[config.mk]
export PLATFORM = sky130hd
export DESIGN_NAME = wrr_static_sched
export DESIGN_NICKNAME = d
export VERILOG_FILES = /design/src/rtl/wrr_sched_pkg.sv /design/src/rtl/wrr_cfg_decode.sv /design/src/rtl/wrr_pick.sv /design/src/rtl/wrr_static_sched.sv
export SDC_FILE = /design/constraint.sdc
export NUM_CORES = 1
export LEC_CHECK = 0
export BUFFER_PORTS_ARGS = -buffer_cell sky130_fd_sc_hd__buf_2
export CORE_UTILIZATION = 55
export DETAILED_ROUTE_END_ITERATION = 12
export PLACE_DENSITY = 0.75
export SYNTH_ARGS = -nofsm -noshare
export SYNTH_HDL_FRONTEND = slang
export SYNTH_HIERARCHICAL = 1
export SYNTH_SLANG_ARGS = --single-unit
[constraint.sdc]
create_clock -name clk -period 9.5 [get_ports clk]
set_clock_uncertainty 0.2 [all_clocks]
set_input_delay 1.9 -clock clk [delete_from_list [all_inputs] [get_ports clk]]
set_output_delay 1.9 -clock clk [all_outputs]
set_load 0.05 [all_outputs]
[src/rtl/wrr_sched_pkg.sv]
package wrr_sched_pkg;
  localparam int PRIO_W   = 4;
  localparam int ROUNDS   = 8;
  localparam int RND_W    = $clog2(ROUNDS);
  localparam logic [PRIO_W-1:0] PRIO_STRICT = 4'd9;

  typedef logic [ROUNDS-1:0] rmask_t;

  // Spread set bits evenly across the eight rounds.
  function automatic rmask_t prio_to_mask(input logic [PRIO_W-1:0] p);
    case (p)
      4'd0:    prio_to_mask = 8'h00;
      4'd1:    prio_to_mask = 8'h01;
      4'd2:    prio_to_mask = 8'h11;
      4'd3:    prio_to_mask = 8'h49;
      4'd4:    prio_to_mask = 8'h55;
      4'd5:    prio_to_mask = 8'h57;
      4'd6:    prio_to_mask = 8'h77;
      4'd7:    prio_to_mask = 8'h7f;
      default: prio_to_mask = 8'hff;
    endcase
  endfunction
endpackage

[src/rtl/wrr_cfg_decode.sv]
module wrr_cfg_decode
  import wrr_sched_pkg::*;
#(
  parameter int NQ = 8,
  localparam int CW = $clog2(NQ) + 1
) (
  input  logic [NQ*PRIO_W-1:0] prio_cfg,
  input  logic [CW-1:0]        port_qcnt,
  output rmask_t [NQ-1:0]      mask,
  output logic [NQ-1:0]        strict_vec,
  output logic [NQ-1:0]        in_port,
  output logic                 err_prio,
  output logic                 err_order
);
  logic [NQ-1:0] is_strict;
  logic [NQ-1:0] is_tail;
  logic [NQ-1:0] bad_val;
  logic [NQ-1:0] strict_in;

  for (genvar i = 0; i < NQ; i++) begin : g_q
    logic [PRIO_W-1:0] p;
    assign p            = prio_cfg[i*PRIO_W +: PRIO_W];
    assign mask[i]      = prio_to_mask(p);
    assign is_strict[i] = (p == PRIO_STRICT);
    assign bad_val[i]   = (p > PRIO_STRICT) && in_port[i];
    assign is_tail[i]   = (CW'(i) + CW'(1)) == port_qcnt;
    assign in_port[i]   = CW'(i) < port_qcnt;
    assign strict_in[i] = is_strict[i] && in_port[i];
  end

  // A strict run may only start at queue 0 and must not resume after a gap.
  always_comb begin
    err_order = 1'b0;
    for (int i = 1; i < NQ; i++) begin
      if (strict_in[i] && !strict_in[i-1] && !is_tail[i-1]) err_order = 1'b1;
    end
  end

  assign err_prio   = |bad_val;
  assign strict_vec = err_order ? '0 : strict_in;
endmodule

[src/rtl/wrr_pick.sv]
module wrr_pick #(
  parameter int NQ = 8,
  localparam int IW = $clog2(NQ),
  localparam int CW = $clog2(NQ) + 1
) (
  input  logic [NQ-1:0] req,
  input  logic [CW-1:0] start,
  output logic          found,
  output logic [IW-1:0] idx
);
  always_comb begin
    found = 1'b0;
    idx   = '0;
    for (int i = NQ - 1; i >= 0; i--) begin
      if (req[i] && (CW'(i) >= start)) begin
        found = 1'b1;
        idx   = IW'(i);
      end
    end
  end
endmodule

[src/rtl/wrr_static_sched.sv]
module wrr_static_sched
  import wrr_sched_pkg::*;
#(
  parameter int NQ = 8,
  localparam int IW = $clog2(NQ),
  localparam int CW = $clog2(NQ) + 1
) (
  input  logic                 clk,
  input  logic                 rst_n,
  input  logic [NQ*PRIO_W-1:0] prio_cfg,
  input  logic [CW-1:0]        port_qcnt,
  input  logic [NQ-1:0]        q_nonempty,
  input  logic                 pkt_done,
  output logic                 grant_valid,
  output logic [IW-1:0]        grant_qid,
  output logic                 err_prio,
  output logic                 err_static_order
);
  // Live decode of configuration
  rmask_t [NQ-1:0] mask_live;
  logic [NQ-1:0]   strict_live;
  logic [NQ-1:0]   inport_live;

  wrr_cfg_decode #(.NQ(NQ)) u_dec (
    .prio_cfg  (prio_cfg),
    .port_qcnt (port_qcnt),
    .mask      (mask_live),
    .strict_vec(strict_live),
    .in_port   (inport_live),
    .err_prio  (err_prio),
    .err_order (err_static_order)
  );

  // Configuration captured at round boundaries
  rmask_t [NQ-1:0] mask_q,   mask_n;
  logic [NQ-1:0]   strict_q, strict_n;
  logic [NQ-1:0]   inport_q, inport_n;
  logic [RND_W-1:0] round_q, round_n;
  logic [CW-1:0]    ptr_q,   ptr_n;
  logic             busy_q,  busy_n;
  logic [IW-1:0]    gid_q,   gid_n;

  logic [NQ-1:0] strict_req;
  logic [NQ-1:0] wgt_req;
  logic [NQ-1:0] serviceable;
  logic          s_found, w_found;
  logic [IW-1:0] s_idx, w_idx;
  logic          load_cfg;

  for (genvar i = 0; i < NQ; i++) begin : g_req
    assign strict_req[i]  = strict_q[i] && inport_q[i] && q_nonempty[i];
    assign wgt_req[i]     = !strict_q[i] && inport_q[i] && q_nonempty[i]
                            && mask_q[i][round_q];
    assign serviceable[i] = inport_live[i] && q_nonempty[i]
                            && (strict_live[i] || (|mask_live[i]));
  end

  wrr_pick #(.NQ(NQ)) u_pick_strict (
    .req  (strict_req),
    .start(CW'(0)),
    .found(s_found),
    .idx  (s_idx)
  );

  wrr_pick #(.NQ(NQ)) u_pick_wgt (
    .req  (wgt_req),
    .start(ptr_q),
    .found(w_found),
    .idx  (w_idx)
  );

  // Next-state logic
  always_comb begin
    busy_n   = busy_q;
    gid_n    = gid_q;
    round_n  = round_q;
    ptr_n    = ptr_q;
    load_cfg = 1'b0;
    if (busy_q) begin
      if (pkt_done) busy_n = 1'b0;
    end else if (s_found) begin
      busy_n = 1'b1;
      gid_n  = s_idx;
    end else if (w_found) begin
      busy_n = 1'b1;
      gid_n  = w_idx;
      ptr_n  = CW'(w_idx) + CW'(1);
    end else if (|serviceable) begin
      round_n  = round_q + RND_W'(1);
      ptr_n    = '0;
      load_cfg = 1'b1;
    end
  end

  always_comb begin
    mask_n   = load_cfg ? mask_live   : mask_q;
    strict_n = load_cfg ? strict_live : strict_q;
    inport_n = load_cfg ? inport_live : inport_q;
  end

  // Registers
  always_ff @(posedge clk or negedge rst_n) begin
    if (!rst_n) begin
      busy_q   <= 1'b0;
      gid_q    <= '0;
      round_q  <= RND_W'(ROUNDS - 1);
      ptr_q    <= CW'(NQ);
      mask_q   <= '0;
      strict_q <= '0;
      inport_q <= '0;
    end else begin
      busy_q  <= busy_n;
      gid_q   <= gid_n;
      round_q <= round_n;
      ptr_q   <= ptr_n;
      if (load_cfg) begin
        mask_q   <= mask_n;
        strict_q <= strict_n;
        inport_q <= inport_n;
      end
    end
  end

  assign grant_valid = busy_q;
  assign grant_qid   = gid_q;
endmodule

Word-level counts from Yosys, hierarchy flattened

Memory sizes are Yosys's and may differ from the RTL's.
Index checks and enable logic that the tools add are counted.

Bits in registers: 91
Latch bits: 0
RAM bits: 0
ROM bits: 448
Input bits: 47
Word-level logic and storage cells: 282
Memories: 8

$add $sub $neg: 2
Multiply operators: 0
Div/mod/pow operators: 0
Order comparisons: 25
Equality and inequality tests: 15
Shift operators: 0
Multiplexer cells: 76
Bitwise operators: 3
Reduce and logical (&&, ||, !) cells: 139

Memories:

| name             | depth | width | rd ports | clocked after Yosys merged registers in | write ports | line                | source |
|---|---|---|---|---|---|---|---|
| (name not given) | 8     | 7     | 1        | 0                                       | 0           | wrr_sched_pkg.sv:11 | `case (p)` |
| (name not given) | 8     | 7     | 1        | 0                                       | 0           | wrr_sched_pkg.sv:11 |  |
| (name not given) | 8     | 7     | 1        | 0                                       | 0           | wrr_sched_pkg.sv:11 |  |
| (name not given) | 8     | 7     | 1        | 0                                       | 0           | wrr_sched_pkg.sv:11 |  |
| (name not given) | 8     | 7     | 1        | 0                                       | 0           | wrr_sched_pkg.sv:11 |  |
| (name not given) | 8     | 7     | 1        | 0                                       | 0           | wrr_sched_pkg.sv:11 |  |
| 2 more memories  | n/a   | n/a   | n/a      | n/a                                     | n/a         | n/a                 |  |

Operators by type and width:

| kind                                                                                | number |
|---|---|
| 1-bit logical AND                                                                   | 94 |
| 8-bit OR reduction                                                                  | 10 |
| 8-bit two-way mux                                                                   | 9 |
| 3-bit two-way mux                                                                   | 18 |
| 1-bit two-way mux                                                                   | 39 |
| 4-bit == test (second input constant)                                               | 8 |
| 4-bit > comparator (second input constant)                                          | 8 |
| 1-bit binary-select mux with 3-bit select                                           | 8 |
| 1-bit logical NOT                                                                   | 22 |
| 3-bit by 4-bit == test with 1-bit output (first input constant)                     | 4 |
| 3-bit by 4-bit greater-or-equal comparator with 1-bit output (first input constant) | 4 |
| 3-bit by 4-bit < comparator with 1-bit output (first input constant)                | 4 |
| 2-bit by 4-bit == test with 1-bit output (first input constant)                     | 2 |
| 1-bit by 4-bit greater-or-equal comparator with 1-bit output (first input constant) | 2 |
| 2-bit by 4-bit greater-or-equal comparator with 1-bit output (first input constant) | 2 |
| 1-bit logical OR                                                                    | 8 |
| 1-bit by 4-bit < comparator with 1-bit output (first input constant)                | 2 |
| 2-bit by 4-bit < comparator with 1-bit output (first input constant)                | 2 |
| 4-bit two-way mux                                                                   | 2 |
| 3-bit by 1-bit adder with 4-bit output (second input constant)                      | 1 |
| 1-bit by 4-bit == test with 1-bit output (first input constant)                     | 1 |
| 3-bit by 4-bit < comparator with 1-bit output (second input constant)               | 1 |
| 4-bit AND reduction                                                                 | 1 |
| 2-bit nonzero test                                                                  | 2 |
| 4 further kinds                                                                     | 6 |

Logic depth before layout (Yosys ltp)

Depth in word-level cells: 20
Depth in mapped cells: 14

Modules after synthesis

The synthesis kept the hierarchy.

Modules (own cells, without submodules):

| module           | instances | cells each | area each (um2) |
|---|---|---|---|
| wrr_static_sched | 1         | 317        | 4,349.2 |
| wrr_cfg_decode   | 1         | 141        | 892.1 |
| wrr_pick         | 2         | 38         | 236.5 |

Worst setup path after synthesis

No wires, ideal clock.

Path kind: in2out
Start: input port_qcnt[3]
End: output err_prio
Arrival: 3.239 ns
Path slack: 4.161 ns
Stages: 5
Path buffers: 1
Cells stage by stage: buf_6 > or4_4 > nand2_1 > o22ai_1 > or3_1

Cells in the longest elaborated chain, start to end: 3

Ends and longest elaborated chain:

| element                                       | line                   | source |
|---|---|---|
| start: declaration                            | wrr_static_sched.sv:11 | `input logic [CW-1:0] port_qcnt,` |
| 1-bit by 4-bit < comparator with 1-bit output | wrr_cfg_decode.sv:27   | `assign in_port[i] = CW'(i) < port_qcnt;` |
| via inport_live[0]                            | wrr_static_sched.sv:22 | `logic [NQ-1:0] inport_live;` |
| 1-bit logical AND                             | wrr_cfg_decode.sv:25   | `assign bad_val[i] = (p > PRIO_STRICT) && in_port[i];` |
| 8-bit OR reduction                            | wrr_cfg_decode.sv:39   | `assign err_prio = \|bad_val;` |
| end: declaration                              | wrr_static_sched.sv:16 | `output logic err_prio,` |

The timed path passes the listed nets, and every way through them passes these cells.

Worst setup path after layout

Start: input port_qcnt[1]
End: register mask_q[58] (netlist bit)

Cells in the longest elaborated chain, start to end: 20

Ends and longest elaborated chain:

| element                                       | line                    | source |
|---|---|---|
| 1-bit by 4-bit < comparator with 1-bit output | wrr_cfg_decode.sv:27    |  |
| 1-bit logical AND                             | wrr_cfg_decode.sv:28    | `assign strict_in[i] = is_strict[i] && in_port[i];` |
| 1-bit logical NOT                             | wrr_cfg_decode.sv:35    | `if (strict_in[i] && !strict_in[i-1] && !is_tail[i-1]) err_order = 1'b1;` |
| 1-bit logical AND (2 in series)               | wrr_cfg_decode.sv:35    |  |
| 1-bit two-way mux (7 in series)               | wrr_cfg_decode.sv:35    |  |
| 8-bit two-way mux (*)                         | wrr_cfg_decode.sv:40    | `assign strict_vec = err_order ? '0 : strict_in;` |
| via strict_live[1]                            | wrr_static_sched.sv:21  | `logic [NQ-1:0] strict_live;` |
| 1-bit logical OR (*)                          | wrr_static_sched.sv:55  | `&& (strict_live[i] \|\| (\|mask_live[i]));` |
| 1-bit logical AND (*)                         | wrr_static_sched.sv:55  |  |
| 8-bit OR reduction (*)                        | wrr_static_sched.sv:88  | `end else if (\|serviceable) begin` |
| 1-bit two-way mux (*)                         | wrr_static_sched.sv:88  |  |
| 1-bit two-way mux (*)                         | wrr_static_sched.sv:84  | `end else if (w_found) begin` |
| 1-bit two-way mux (*)                         | wrr_static_sched.sv:81  | `end else if (s_found) begin` |
| 1-bit two-way mux (*)                         | wrr_static_sched.sv:79  | `if (busy_q) begin` |
| end signal: assignment                        | wrr_static_sched.sv:117 | `mask_q <= mask_n;` |
| end: declaration                              | wrr_static_sched.sv:35  | `rmask_t [NQ-1:0] mask_q, mask_n;` |

The timed path passes the listed nets; every way through them passes the cells marked *.
A chain may end at the register's enable or synchronous reset.

==> reports/results.ini <==
[worst_setup_path]
r2r_cells = 12
timing.critical_path.to = mask_q[58]$_DFFE_PN0P_
critical_path.reg2reg.startpoint = round_q[0]$_DFFE_PN1P_
crit_path_start_kind = primary input
worst-r2r-setup-slack_ns = 4.58
cp.required_ns = 9.53
critPathLaunch = port_qcnt[1]
critical_path.reg2reg.endpoint = mask_q[58]$_DFFE_PN0P_
crit_type = primary input to flop
crit_fanout = 72
worstSetupEndpointType = flop
critPathArrivalTime_ns = 5.63

[synth]
synth_largest_area_cell = sky130_fd_sc_hd__dfrtp_1
netlist-cell-type-count = 60
post_synth_xor_area_fraction_pct = 0.460
dominantRegCellSynth = sky130_fd_sc_hd__dfrtp_1
synth_compound_area_share_pct = 12.3
post_synth_and_or_nand_nor_area_fraction_pct = 16.9
synth-warning-count = 6
mean_area_per_synthesized_cell_um2 = 10.7
synthesis.area_um2 = 5710
fraction_of_synthesized_cell_area_taken_by_the_top_area_cell_type_pct = 38.1
synth_sequential_area_ratio_pct = 39.9
postSynthRegisterBits = 91
yosys-top-cells-area = sky130_fd_sc_hd__dfrtp_1 38%, sky130_fd_sc_hd__mux2_1 16%, sky130_fd_sc_hd__mux4_2 6.3%, sky130_fd_sc_hd__a21o_1 3.3%, sky130_fd_sc_hd__buf_6 2.6%
synth_async_sr_flop_share_pct = 100
most_numerous_cell_in_the_yosys_netlist = sky130_fd_sc_hd__dfrtp_1
yosys-mux-area-fraction_pct = 24.2
synth_top_family_by_area = multiplexers
synthTopCellsByCount = 87 x sky130_fd_sc_hd__dfrtp_1, 79 x sky130_fd_sc_hd__mux2_1, 38 x sky130_fd_sc_hd__nor2_1
synthesis.instances = 534
post_synth_fa_ha_maj_area_fraction_pct = 0.438
count_of_flip_flops_with_a_built_in_enable_after_synthesis = 0

[sta]
timing.final.crit_share_pct = 58.9
count_of_final_hold_check_violations = 0
tightestPinTransition_ns = 0.957
finalHoldWorstSlack_ns = 0.290
slew_headroom_pct = 36.2
report.final.slew_viol_count = 0
endpoints_failing_setup = 0
final.setup.tns_ns = 0
max_freq_mhz = 179
rsz0062_at_grt = false
final_critical_path_setup_slack_ns = 3.90
fin_crit_ns = 5.60

[detailed_routing]
vias_per_cell = 6.04
routed_wirelength_um = 13200
ant_nets = 0
vias = 4370
wl_per_cell_um = 18.3
drt-pass1-iter-count = 5
drc_violation_count_after_routing = 0
detail_route.iter0.violations = 307

[power]
share_of_power_burned_in_the_clock_network_pct = 17.3
power.ir.vdd_worst_mv = 0.181
power_density_nw_per_um2 = 297
power_report.internal_total_uw = 1150
pwr-share-seq_pct = 39.2
power.leakage_uw = 0.00253
power_switching_share_pct = 37.8
comb_power_share_pct = 43.5
total_switching_power_uw = 699

[floorplan]
pin_count = 53
floorplan.initialDensity_pct = 57.7
num_rows = 36
fp.coreArea_um2 = 9910
die_height_um = 104
die_width_um = 104
total_die_area_um2 = 10800

[cells_and_area]
area_used_by_sequential_logic_in_the_layout_um2 = 2280
drive_above_1_share_pct = 20.3
num_antenna_cells = 0
num-nets-final = 634
syn_to_final_growth_pct = 8.87
multiInputGateArea_um2 = 3160
fillCellCount = 805

[placed_design]
hpwl_um = 9530
buffer_ports.inserted = 52
gp_congestion = 0.911
dp_worst_setup_slack_ns = 3.66

[clock_tree]
cts_made_buffers = 9
numClockSinks = 91
library_cell_used_as_clock_root_buffer = sky130_fd_sc_hd__clkbuf_8
cts-root-to-sink-buffers = 2
clock_insertion_delay_worst_skew_ns = 0.36
cts.repair.resized = 0
postCtsSetupBuffers = 0
clock_pin_slew_on_the_worst_setup_and_hold_paths_ns = 0.08
holdBufCountCts = 0
h-tree-depth = 3
cts_tree = built

[grt]
met3_usage_pct = 4.64
grt_max_degree = 73
grt_antenna_before_repair = 0
gr_util_all_layers_pct = 25.7
met2_usage_pct = 41.7
grt_pass1_wl_um = 22000
use_met1_pct = 34.3
grt-busiest-layer = met2
grt_pass1_vias = 4401
gr-total-overflow = 0

[flow_run]
max-cap-violations = 0

[run_status]
outcome = finished, final reports clean

[worst_hold_path]
min_path_type = flop to flop

[power groups by stage]
stage	logic, uW	clock network [uW]	registers, uW
after floorplan	714	0	656
after detailed placement	801	0	729
after CTS	804	324	722
after global placement	773	0	715
after global routing	880	340	753
final	803	320	725
[cell usage in the layout (no fill, tap or decap), types with 3 or more instances in the layout]
master	synthesis	final
sky130_fd_sc_hd__dfrtp_1	87	87
sky130_fd_sc_hd__mux2_1	79	79
sky130_fd_sc_hd__buf_2	2	51
sky130_fd_sc_hd__nor2_1	38	38
sky130_fd_sc_hd__nand2_1	35	35
sky130_fd_sc_hd__a21o_1	25	25
sky130_fd_sc_hd__inv_1	24	24
sky130_fd_sc_hd__o21ai_0	19	19
sky130_fd_sc_hd__nor3_1	18	18
sky130_fd_sc_hd__a21oi_1	17	17
sky130_fd_sc_hd__mux4_2	16	16
sky130_fd_sc_hd__or2_2	16	16
sky130_fd_sc_hd__nand2b_1	15	15
sky130_fd_sc_hd__conb_1	1	15
sky130_fd_sc_hd__and3_1	10	10
sky130_fd_sc_hd__a31oi_1	10	10
sky130_fd_sc_hd__clkbuf_8	0	10
sky130_fd_sc_hd__nor4_1	9	9
sky130_fd_sc_hd__mux2i_1	8	8
sky130_fd_sc_hd__or3_1	7	7
sky130_fd_sc_hd__o22ai_1	6	6
sky130_fd_sc_hd__a211oi_1	5	5
sky130_fd_sc_hd__a22oi_1	4	4
sky130_fd_sc_hd__dfstp_2	4	4
sky130_fd_sc_hd__nand3_1	3	3
sky130_fd_sc_hd__bufinv_16	0	3
sky130_fd_sc_hd__buf_4	9	3
[stage by stage]
step / cell area (um^2) / cells / utilization [%] / power [uW]
5_1_grt: 6220 / 723 / 62.8 / 1970
3_3_place_gp: 5980 / 707 / 60.3 / 1490
2_1_floorplan: 5770 / 548 / - / 1370
6_report: 6220 / 723 / 62.8 / 1850
4_1_cts: 6220 / 723 / 62.8 / 1850
3_5_place_dp: 5980 / 707 / 60.3 / 1530
[kinds of logic (layout without fill, tap and decap cells)]
logic type                 count (synthesis)  count (layout)
AOI/OAI and AO/OA                        106             106
adders and majority gates                  2               2
and+or+nand+nor                          172             172
buffers and inverters                     52              94
DFF                                       91              91
xor gates and xnor gates                   3               3
muxes                                    107             107
other                                      1              15
[critical path, cell delays in order]
cell and delay, ns:
sky130_fd_sc_hd__buf_2 0.14, sky130_fd_sc_hd__o21a_1 0.20, sky130_fd_sc_hd__o2111ai_1 0.34, sky130_fd_sc_hd__mux2i_2 0.42, sky130_fd_sc_hd__nand3_1 0.16, sky130_fd_sc_hd__nor4_1 0.29, sky130_fd_sc_hd__nor4_1 0.09, sky130_fd_sc_hd__a31oi_1 0.36
sky130_fd_sc_hd__nor4_4 0.12, sky130_fd_sc_hd__a21oi_4 0.35, sky130_fd_sc_hd__buf_4 0.80, sky130_fd_sc_hd__mux2_1 0.40
[how the worst min path moves through the flow]
stage,start,to,slack (ns),depth (start not counted)
final,mask_q[10]$_DFFE_PN0P_,mask_q[10]$_DFFE_PN0P_,0.29,1
after global routing,mask_q[15]$_DFFE_PN0P_,mask_q[15]$_DFFE_PN0P_,0.31,1
after CTS,mask_q[10]$_DFFE_PN0P_,mask_q[10]$_DFFE_PN0P_,0.29,1
after detailed placement,mask_q[0]$_DFFE_PN0P_,mask_q[0]$_DFFE_PN0P_,0.27,1
after global placement,mask_q[16]$_DFFE_PN0P_,mask_q[16]$_DFFE_PN0P_,0.26,1
after floorplan,mask_q[10]$_DFFE_PN0P_,mask_q[10]$_DFFE_PN0P_,0.25,1
[per-layer routing]
| layer | up-vias | routed length (um) |
|---|---|---|
| met5 | - | 0 |
| met4 | 0 | 255 |
| met3 | 20 | 659 |
| met2 | 132 | 6390 |
| met1 | 2177 | 5900 |
| li1 | 2041 | - |
[state kept, by name (all words and copies together) (netlist names)]
name	flops
mask_q	64
inport_q	8
strict_q	8
ptr_q	4
grant_qid	3
round_q	3
grant_valid	1
[area by class of cell]
cell class / count / share of cell area [%]
sequential: 91 / 36.7
timing repair buffer: 54 / 4.46
multi-input combinational: 405 / 50.8
tap: 133 / 2.67
clock inverter: 5 / 1.61
inverter: 24 / 1.45
clock buffer: 11 / 2.27
No activity file was read; power rests on OpenSTA's default activity.
